**config.mk**
```make
export PLATFORM = sky130hd
export DESIGN_NAME = membus_coproc
export DESIGN_NICKNAME = d
export VERILOG_FILES = /design/src/rtl/membus_pkg.sv /design/src/rtl/membus_arb.sv /design/src/rtl/membus_cfg.sv /design/src/rtl/membus_seq.sv /design/src/rtl/membus_coproc.sv
export SDC_FILE = /design/constraint.sdc
export NUM_CORES = 1
export LEC_CHECK = 0
export BUFFER_PORTS_ARGS = -buffer_cell sky130_fd_sc_hd__buf_4
export CAP_MARGIN = 20
export CELL_PAD_IN_SITES_DETAIL_PLACEMENT = 0
export CELL_PAD_IN_SITES_GLOBAL_PLACEMENT = 2
export CORE_AREA = 2 2 131 133
export DETAILED_ROUTE_END_ITERATION = 7
export DIE_AREA = 0 0 133 135
export GPL_TIMING_DRIVEN = 0
export PLACE_DENSITY = 0.93
export SYNTH_ARGS = -nofsm -noshare
export SYNTH_HDL_FRONTEND = slang
export SYNTH_SLANG_ARGS = --single-unit
```
**constraint.sdc**
```tcl
create_clock -name clk -period 3.2 [get_ports clk]
set_input_delay 0.48 -clock clk [delete_from_list [all_inputs] [get_ports clk]]
set_output_delay 0.48 -clock clk [all_outputs]
set_load 0.005 [all_outputs]
```
**src/rtl/membus_pkg.sv**
```systemverilog
package membus_pkg;

  localparam int ADDR_W = 21;
  localparam int DATA_W = 20;
  localparam int PIN_W  = 10;
  localparam int BYTE_W = 8;

  typedef enum logic [2:0] {
    RG_NONE, RG_DRAM, RG_IO_SLOW, RG_CFG, RG_IO_FAST, RG_SRAM_FAST, RG_SRAM_SLOW
  } region_e;

  typedef enum logic [1:0] {ST_IDLE, ST_ROW, ST_XFER, ST_DONE} seq_st_e;

  typedef struct packed {
    logic               owner_vid;
    logic               we;
    logic [ADDR_W-1:0]  addr;
    logic [DATA_W-1:0]  wdata;
    region_e            rg;
  } xfer_t;

  // Region classification from the 21-bit address.
  function automatic region_e decode_region(input logic [ADDR_W-1:0] a);
    if (!a[20]) return RG_DRAM;
    case (a[19:17])
      3'b001:         return (a[16:10] == '0) ? RG_IO_SLOW : RG_NONE;
      3'b010:         return (a[16:0] == '0)  ? RG_CFG     : RG_NONE;
      3'b011:         return (a[16:10] == '0) ? RG_IO_FAST : RG_NONE;
      3'b100, 3'b101: return RG_SRAM_FAST;
      3'b110, 3'b111: return RG_SRAM_SLOW;
      default:        return RG_NONE;
    endcase
  endfunction

  // Paged static RAM address: setup bits 19..18 replace address bits 19..18.
  function automatic logic [DATA_W-1:0] sram_phys(input logic [ADDR_W-1:0] a,
                                                  input logic [DATA_W-1:0] cfg);
    return {cfg[19:18], a[17:0]};
  endfunction

endpackage

```
**src/rtl/membus_arb.sv**
```systemverilog
module membus_arb (
  input  logic en,
  input  logic vid_req,
  input  logic cpu_req,
  output logic gnt_vid,
  output logic gnt_cpu
);
  // Fixed priority: video ahead of processor.
  assign gnt_vid = en & vid_req;
  assign gnt_cpu = en & cpu_req & ~vid_req;
endmodule

```
**src/rtl/membus_cfg.sv**
```systemverilog
module membus_cfg #(
  parameter int W = 20
) (
  input  logic         clk,
  input  logic         rst_n,
  input  logic         wr_en,
  input  logic [W-1:0] wr_data,
  output logic [W-1:0] cfg_q
);
  always_ff @(posedge clk) begin
    if (!rst_n)     cfg_q <= '0;
    else if (wr_en) cfg_q <= wr_data;
  end
endmodule

```
**src/rtl/membus_seq.sv**
```systemverilog
module membus_seq
  import membus_pkg::*;
#(
  parameter int DRAM_CYC = 2,
  parameter int FAST_CYC = 2,
  parameter int SLOW_CYC = 4
) (
  input  logic               clk,
  input  logic               rst_n,
  input  logic               start,
  input  xfer_t              start_x,
  input  logic [DATA_W-1:0]  cfg_q,
  output logic               idle,
  output logic               done,
  output logic               done_vid,
  output logic               xfer_last,
  output logic               cfg_we,
  output logic [DATA_W-1:0]  rdata,
  output logic [PIN_W-1:0]   ext_a,
  output logic [PIN_W-1:0]   ext_hi_o,
  output logic               ext_hi_oe,
  input  logic [PIN_W-1:0]   ext_hi_i,
  output logic [PIN_W-1:0]   ext_d_o,
  output logic               ext_d_oe,
  input  logic [PIN_W-1:0]   ext_d_i,
  output logic               ext_ras_n,
  output logic               ext_cas_n,
  output logic               ext_sram_cs_n,
  output logic               ext_io_cs_n,
  output logic               ext_we_n
);
  localparam int MAXC = (DRAM_CYC > FAST_CYC) ?
                        ((DRAM_CYC > SLOW_CYC) ? DRAM_CYC : SLOW_CYC) :
                        ((FAST_CYC > SLOW_CYC) ? FAST_CYC : SLOW_CYC);
  localparam int CW = $clog2(MAXC + 1);

  seq_st_e           st;
  xfer_t             cur;
  logic [CW-1:0]     cnt;
  logic [DATA_W-1:0] rdata_q;
  logic [DATA_W-1:0] cap_data;
  logic [DATA_W-1:0] phys;

  // Data-phase length minus one for each region.
  function automatic logic [CW-1:0] hold_cycles(input region_e rg);
    case (rg)
      RG_DRAM:                  return CW'(DRAM_CYC - 1);
      RG_IO_FAST, RG_SRAM_FAST: return CW'(FAST_CYC - 1);
      RG_IO_SLOW, RG_SRAM_SLOW: return CW'(SLOW_CYC - 1);
      default:                  return '0;
    endcase
  endfunction

  always_ff @(posedge clk) begin
    if (!rst_n) begin
      st      <= ST_IDLE;
      cur     <= '0;
      cnt     <= '0;
      rdata_q <= '0;
    end else begin
      case (st)
        ST_IDLE: if (start) begin
          cur <= start_x;
          cnt <= hold_cycles(start_x.rg);
          st  <= (start_x.rg == RG_DRAM) ? ST_ROW : ST_XFER;
        end
        ST_ROW:  st <= ST_XFER;
        ST_XFER: if (cnt == '0) begin
          rdata_q <= cap_data;
          st      <= ST_DONE;
        end else begin
          cnt <= cnt - 1'b1;
        end
        default: st <= ST_IDLE;
      endcase
    end
  end

  assign idle      = (st == ST_IDLE);
  assign done      = (st == ST_DONE);
  assign done_vid  = done & cur.owner_vid;
  assign xfer_last = (st == ST_XFER) && (cnt == '0);
  assign cfg_we    = xfer_last && (cur.rg == RG_CFG) && cur.we;
  assign rdata     = rdata_q;
  assign phys      = sram_phys(cur.addr, cfg_q);

  always_comb begin
    case (cur.rg)
      RG_DRAM, RG_IO_FAST, RG_IO_SLOW: cap_data = {ext_hi_i, ext_d_i};
      RG_SRAM_FAST, RG_SRAM_SLOW:      cap_data = {{(DATA_W-BYTE_W){1'b0}}, ext_d_i[BYTE_W-1:0]};
      RG_CFG:                          cap_data = cfg_q;
      default:                         cap_data = '0;
    endcase
  end

  always_comb begin
    ext_a         = '0;
    ext_hi_o      = '0;
    ext_hi_oe     = 1'b0;
    ext_d_o       = '0;
    ext_d_oe      = 1'b0;
    ext_ras_n     = 1'b1;
    ext_cas_n     = 1'b1;
    ext_sram_cs_n = 1'b1;
    ext_io_cs_n   = 1'b1;
    ext_we_n      = 1'b1;
    if (st == ST_ROW) begin
      ext_ras_n = 1'b0;
      ext_a     = cur.addr[19:10];
    end else if (st == ST_XFER) begin
      case (cur.rg)
        RG_DRAM, RG_IO_FAST, RG_IO_SLOW: begin
          if (cur.rg == RG_DRAM) begin
            ext_ras_n = 1'b0;
            ext_cas_n = 1'b0;
          end else begin
            ext_io_cs_n = 1'b0;
          end
          ext_a     = cur.addr[9:0];
          ext_we_n  = ~cur.we;
          ext_hi_o  = cur.wdata[19:10];
          ext_d_o   = cur.wdata[9:0];
          ext_hi_oe = cur.we;
          ext_d_oe  = cur.we;
        end
        RG_SRAM_FAST, RG_SRAM_SLOW: begin
          ext_sram_cs_n = 1'b0;
          ext_a         = phys[9:0];
          ext_hi_o      = phys[19:10];
          ext_hi_oe     = 1'b1;
          ext_we_n      = ~cur.we;
          ext_d_o       = {{(PIN_W-BYTE_W){1'b0}}, cur.wdata[BYTE_W-1:0]};
          ext_d_oe      = cur.we;
        end
        default: ;
      endcase
    end
  end
endmodule

```
**src/rtl/membus_coproc.sv**
```systemverilog
module membus_coproc
  import membus_pkg::*;
#(
  parameter int DRAM_CYC = 2,
  parameter int FAST_CYC = 2,
  parameter int SLOW_CYC = 4
) (
  input  logic              clk,
  input  logic              rst_n,
  input  logic              vid_req,
  input  logic [20:0]       vid_addr,
  output logic              vid_rdy,
  output logic [19:0]       vid_rdata,
  input  logic              cpu_req,
  input  logic              cpu_we,
  input  logic [20:0]       cpu_addr,
  input  logic [19:0]       cpu_wdata,
  output logic              cpu_rdy,
  output logic [19:0]       cpu_rdata,
  output logic [9:0]        ext_a,
  output logic [9:0]        ext_hi_o,
  output logic              ext_hi_oe,
  input  logic [9:0]        ext_hi_i,
  output logic [9:0]        ext_d_o,
  output logic              ext_d_oe,
  input  logic [9:0]        ext_d_i,
  output logic              ext_ras_n,
  output logic              ext_cas_n,
  output logic              ext_sram_cs_n,
  output logic              ext_io_cs_n,
  output logic              ext_we_n
);
  logic              seq_idle;
  logic              gnt_vid;
  logic              gnt_cpu;
  logic              seq_done;
  logic              seq_done_vid;
  logic              xfer_last;
  logic              cfg_we;
  logic [DATA_W-1:0] cfg_q;
  logic [DATA_W-1:0] rdata;
  xfer_t             start_x;

  membus_arb u_arb (
    .en      (seq_idle),
    .vid_req (vid_req),
    .cpu_req (cpu_req),
    .gnt_vid (gnt_vid),
    .gnt_cpu (gnt_cpu)
  );

  always_comb begin
    if (gnt_vid) begin
      start_x.owner_vid = 1'b1;
      start_x.we        = 1'b0;
      start_x.addr      = vid_addr;
      start_x.wdata     = '0;
    end else begin
      start_x.owner_vid = 1'b0;
      start_x.we        = cpu_we;
      start_x.addr      = cpu_addr;
      start_x.wdata     = cpu_wdata;
    end
    start_x.rg = decode_region(start_x.addr);
  end

  membus_cfg #(.W(DATA_W)) u_cfg (
    .clk     (clk),
    .rst_n   (rst_n),
    .wr_en   (cfg_we),
    .wr_data (cpu_wdata),
    .cfg_q   (cfg_q)
  );

  membus_seq #(
    .DRAM_CYC (DRAM_CYC),
    .FAST_CYC (FAST_CYC),
    .SLOW_CYC (SLOW_CYC)
  ) u_seq (
    .clk           (clk),
    .rst_n         (rst_n),
    .start         (gnt_vid | gnt_cpu),
    .start_x       (start_x),
    .cfg_q         (cfg_q),
    .idle          (seq_idle),
    .done          (seq_done),
    .done_vid      (seq_done_vid),
    .xfer_last     (xfer_last),
    .cfg_we        (cfg_we),
    .rdata         (rdata),
    .ext_a         (ext_a),
    .ext_hi_o      (ext_hi_o),
    .ext_hi_oe     (ext_hi_oe),
    .ext_hi_i      (ext_hi_i),
    .ext_d_o       (ext_d_o),
    .ext_d_oe      (ext_d_oe),
    .ext_d_i       (ext_d_i),
    .ext_ras_n     (ext_ras_n),
    .ext_cas_n     (ext_cas_n),
    .ext_sram_cs_n (ext_sram_cs_n),
    .ext_io_cs_n   (ext_io_cs_n),
    .ext_we_n      (ext_we_n)
  );

  // The processor's write data must hold until ready, so the setup register
  // loads straight from the request port on the final data cycle.
  assign vid_rdy   = seq_done_vid;
  assign cpu_rdy   = seq_done & ~seq_done_vid;
  assign vid_rdata = rdata;
  assign cpu_rdata = rdata;
endmodule

```
# Word level (Yosys, flattened, before mapping)
# Cells that the tools add are included.
[word_totals] regBits=90 in_bits=87 output_inout_bits=79 elab_cells=107
[op_classes] add_sub_neg=1 eq_ne=24 n_mux=45 n_bitwise=9 n_reduce_logical=19
[op_table] cell="10-bit 2-to-1 mux" count=7
[op_table] cell="20-bit one-hot mux with 3 select lines" count=1
[op_table] cell="43-bit 2-to-1 mux" count=1
[op_table] cell="10-bit one-hot mux with 2 select lines" count=2
[op_table] cell="3-bit equality test (second input constant)" count=10
[op_table] cell="1-bit 2-to-1 mux" count=20
[op_table] cell="17-bit logical NOT" count=1
[op_table] cell="3-bit by 2-bit equality test with 1-bit output (second input constant)" count=5
[op_table] cell="3-bit one-hot mux with 5 select lines" count=1
[op_table] cell="3-bit 2-to-1 mux" count=4
[op_table] cell="2-bit 2-to-1 mux" count=5
[op_table] cell="3-bit by 1-bit equality test with 1-bit output (second input constant)" count=3
[op_table] cell="2-bit OR reduction" count=4
[op_table] cell="7-bit logical NOT" count=1
[op_table] cell="2-bit one-hot mux with 3 select lines" count=1
[op_table] cell="3-bit one-hot mux with 2 select lines" count=1
[op_table] cell="2-bit AND reduction" count=3
[op_table] cell="3-bit OR reduction" count=2
[op_table] cell="1-bit bitwise AND" count=5
[op_table] cell="5-bit OR reduction" count=1
[op_table] cell="2-bit equality test (second input constant)" count=2
[op_table] cell="2-bit inequality test (second input constant)" count=2
[op_table] cell="2-bit one-hot mux with 2 select lines" count=1
[op_table] cell="1-bit logical AND" count=3
[op_table] cell="10 further kinds" count=12

# Logic depth before layout (Yosys ltp)
[depth] word_depth=12 depth_mapped=9 mapped_depth_nobuf=7

# Modules after synthesis
# A second synthesis with hierarchy kept.
[hier_totals] cells_unflattened=612 hier_area_um2=5220.0
[modules_own_cells] module="membus_seq" n_inst=1 cells_per_inst=444 area_per_inst_um2=3648.5 seq_area_each_um2=1401.3
[modules_own_cells] module="membus_coproc" n_inst=1 cells_per_inst=102 area_per_inst_um2=799.5 seq_area_each_um2=0.0
[modules_own_cells] module="membus_cfg" n_inst=1 cells_per_inst=64 area_per_inst_um2=755.7 seq_area_each_um2=400.4
[modules_own_cells] module="membus_arb" n_inst=1 cells_per_inst=2 area_per_inst_um2=16.3 seq_area_each_um2=0.0

# Worst setup path before layout
# Ideal clock, no wire load.
[synth_path] kind="reg2out" startpoint="reg u_seq.st[1]" endpoint="out ext_a[7]" t_arrival_ns=1.645 required_time_ns=2.720 slack_ns=1.075 path_stages_with_launch=8 path_buffers=1 path_cell_list="dfxtp_1 -> inv_1 -> ha_1 -> and2b_1 -> nand2_1 -> a21oi_2 -> clkbuf_1 -> a22o_1"
[synth_via] elab_chain_len=3 word_cells_on_any_way=4 cone_classes="eq/ne (2); mux (2)"
[synth_rtl] item="from (decl)" line="membus_seq.sv:37" text="seq_st_e st;"
[synth_rtl] item="from (signal assigned)" line="membus_seq.sv:65" text="st <= (start_x.rg == RG_DRAM) ? ST_ROW : ST_XFER;"
[synth_rtl] item="2-bit equality test" line="membus_seq.sv:110" text="end else if (st == ST_XFER) begin"
[synth_rtl] item="10-bit 2-to-1 mux" line="membus_seq.sv:110"
[synth_rtl] item="10-bit 2-to-1 mux (*)" line="membus_seq.sv:107" text="if (st == ST_ROW) begin"
[synth_rtl] item="to (decl)" line="membus_coproc.sv:20" text="output logic [9:0] ext_a,"
# Mark *: on every way between the ends. The rest lies on a longest branch, timed or not.

# Worst setup path after layout
[layout_path] startpoint="reg u_seq.st[1]" endpoint="out ext_hi_oe"
[layout_via] elab_chain_len=3 word_cells_on_any_way=4 cone_classes="eq/ne (2); mux (2)"
[layout_rtl] item="2-bit equality test" line="membus_seq.sv:110"
[layout_rtl] item="1-bit 2-to-1 mux" line="membus_seq.sv:110"
[layout_rtl] item="1-bit 2-to-1 mux (*)" line="membus_seq.sv:107"
[layout_rtl] item="to (decl)" line="membus_coproc.sv:22" text="output logic ext_hi_oe,"
# Marks and branches as above.

==> impl_metrics.yaml <==
clocking:
  hold_buffers: 0
  cts_buffers: 9
  cts_tree: "built"
  clk_pin_slew_ns: 0.07
  h-tree-depth: 3
  root_buffer: "clkbuf_16"
  clock_sinks: 90
  clock_latency_ns: 0.35
  cts.path.max_buffers: 2
detailed_routing:
  drt-pass1-iter-count: 5
  routed_wl_um: 16700
  detailroute.via_count: 5013
  avgViaCountPerCell: 4.95
  drc: 0
  wl_per_cell_um: 16.5
  drt_iter0_markers: 261
  postRouteAntennaNets: 0
synthesis:
  seq_area_frac_synth_pct: 37.1
  syn_nets: 705
  synth_ff_type: "dfxtp_1"
  syn_avg_cell_area_um2: 7.95
  async_flop_share_pct: 0
  yosysWarnings: 0
  synth_cells: 611
  synth.distinct_cells: 55
  syn_area_um2: 4860
  ys_ff_latch: 90
  synth_edf_count: 0
setup_path:
  critPathMaxStageDelay_ns: 0.44
  cp.required_ns: 2.72
  crit_family: "buffers and inverters"
  cp.depth: 8
  rr_worst_depth: 8
  critPathLaunch: "u_seq.st[1]$_SDFFE_PN0P_"
  cp_slowest_cell: "dfxtp_1"
  crit_path_max_fanout: 10
  start_kind: "flop"
  crit_chain: "inv_1, ha_1, and2b_1, and3_1, clkbuf_1, inv_1, nand2_1, buf_4"
  crit_top_cell: "inv_1"
  path_buf_inv: 4
  r2r_slack_ns: 1.04
  critPathKind: "reg2out"
  worstReg2RegEnd: "u_seq.cnt[0]$_SDFFE_PN0P_"
  r2r_start: "u_seq.st[1]$_SDFFE_PN0P_"
  endpoint: "ext_hi_oe"
  arrival_ns: 2.47
  cp-end-kind: "primary output"
power_and_ir_drop:
  leakage_nw: 2.90
  p_sw_mw: 1.75
  p_int_mw: 2.88
  powerDensity_nw_per_um2: 695
  pwr-share-comb_pct: 44.2
  pwr-share-clk_pct: 22.3
  pwr-share-seq_pct: 33.5
  power_mw: 4.63
  switching_share_pct: 37.9
  peakVddDrop_uv: 317
min_path:
  hp-class: "in2reg"
sta:
  hold-worst-slack_ns: 0.366
  relSlewSlack_pct: 59.4
  fin_crit_sh_pct: 92.1
  drv_slew: 0
  tightestPinTransition_ns: 0.604
  hold_viol_final: 0
  setup_tns_ns: 0
  fmax_ghz: 0.339
  finalClockSkew_ns: 0.00991
  rsz0062_at_grt: "false"
  setup_ws_ns: 0.253
  setup_viol: 0
  period_needed_ns: 2.95
global_routing:
  grt_max_degree: 16
  grt_pass1_vias: 4712
  grt_pass1_wl_um: 25900
  antenna_found_initial: 0
  overflow: 0
  grt_usage_pct: 18.4
placement:
  io_buffers: 164
  dpl-instance-area_um2: 6360
  globalplace.congestion: 0.832
  dp_hpwl_um: 13100
  pre_cts_slack_ns: 0.271
floorplan:
  coreArea_um2: 16400
  die_area_um2: 18000
  die_y_um: 135
  rows: 47
  initial_core_util_pct: 29.6
  die_w_um: 133
  io_pins: 166
finish:
  num-nets-final: 881
  register_area_um2: 1800
  area_delta_synth_final_pct: 37.2
  drive_gt1_share_pct: 28.9
  multi_input_area_um2: 2640
  fill_cells: 1711
  fin_area_um2: 6660
  n_antenna_cell: 0
run_status:
  status: "finished, final reports clean"
run:
  drv_cap: 0
what timing repair did:
item / 4_1_cts / 5_1_grt
buffers inserted: 0 / 1
gates resized for setup: 1 / 3
setup endpoints to repair: 10 / 11
layer usage:
metal	vias up	wire, um	global-route usage [%]
met3	21	1170	3.64
met2	203	7300	28.9
met1	2275	7940	25.0
met5	-	0	0
li1	2514	-	-
met4	0	320	6.87
sequential cells by signal, indices dropped and copies added (netlist names):
| register | flops |
|---|---|
| u_seq.rdata | 20 |
| u_seq.st | 2 |
| u_cfg.cfg_q | 20 |
| u_seq.cur | 45 |
| u_seq.cnt | 3 |
kinds of logic (layout without fill, tap and decap cells):
kind of cell / Yosys count / in the layout / share of synthesized area, %
flip-flops: 90 / 90 / 37.1
AND/OR/NAND/NOR: 243 / 243 / 22.6
AO/OA/AOI/OAI: 174 / 174 / 26.3
multiplexers: 15 / 15 / 3.14
buffers and inverters: 80 / 261 / 8.71
adder cells (fa/ha/maj): 7 / 7 / 1.80
XOR/XNOR: 2 / 2 / 0.361
synth_stat cells, drive strengths merged, types with 2 or more instances:
cell	count	area (um^2)
a22o	21	184
nand2	106	398
mux2	2	22.5
buf	37	261
a311oi	19	173
o221ai	8	70.1
a22oi	24	180
xor2	2	17.5
mux2i	13	130
nor2	68	255
nand3	7	35.0
o211ai	14	105
nor2b	16	100
nand4	5	31.3
inv	8	30.0
and3	2	17.5
o21ai	17	88.8
nor4	9	56.3
nor3b	2	15.0
nor3	3	15.0
ha	7	87.6
dfxtp	90	1800
a211oi	3	22.5
nand2b	4	25.0
a21o	2	15.0
a21oi	46	245
and2	13	81.3
clkbuf	35	131
o211a	12	120
final cells by class:
class                      count  share of cell area (%)
sequential                    90                    27.1
clock inverter                 5                   0.564
timing repair buffer         165                    18.6
buffer                        72                    5.94
inverter                       8                   0.451
multi-input combinational    441                    39.6
tap                          220                    4.13
clock buffer                  11                    3.64
per-stage QoR:
stage,instances,utilization (%)
2_1_floorplan,611,-
3_3_place_gp,995,38.8
3_5_place_dp,995,38.8
4_1_cts,1011,40.5
5_1_grt,1012,40.6
6_report,1012,40.6
worst min path at each step:
stage | slack [ns] | to | start | cells past startpoint
6_report | 0.37 | u_seq.cur[44]$_SDFFE_PN0P_ | cpu_we | 3
4_1_cts | 0.36 | u_seq.cur[44]$_SDFFE_PN0P_ | cpu_we | 3
5_1_grt | 0.39 | u_cfg.cfg_q[17]$_SDFFE_PN0P_ | cpu_wdata[17] | 3
3_3_place_gp | 0.45 | u_cfg.cfg_q[10]$_SDFFE_PN0P_ | u_cfg.cfg_q[10]$_SDFFE_PN0P_ | 2
2_1_floorplan | 0.44 | u_cfg.cfg_q[10]$_SDFFE_PN0P_ | u_cfg.cfg_q[10]$_SDFFE_PN0P_ | 2
3_5_place_dp | 0.45 | u_cfg.cfg_q[12]$_SDFFE_PN0P_ | u_cfg.cfg_q[12]$_SDFFE_PN0P_ | 2
tightest hold or removal path, delay by kind of cell:
family	cells	cell delay (ns)
buffers and inverters	1	0.08
AND/OR/NAND/NOR	1	0.07
AO/OA/AOI/OAI	1	0.05
cell usage in the layout, fill, tap and decap left out, types with 16 or more instances in the layout:
cell	n
a21oi_1	44
a22o_1	21
a22oi_1	24
a311oi_1	18
buf_4	186
clkbuf_1	34
dfxtp_1	90
nand2_1	106
nor2_1	68
nor2b_1	16
power groups by stage:
stage               logic, mW  registers (mW)  clock network, mW
floorplan                1.27            1.53                  0
global placement         2.03            1.57                  0
detailed placement       2.03            1.58                  0
CTS                      2.04            1.55               1.05
global route             2.27            1.59               1.08
finish                   2.04            1.55               1.03
(Power assumes the default switching activity.)
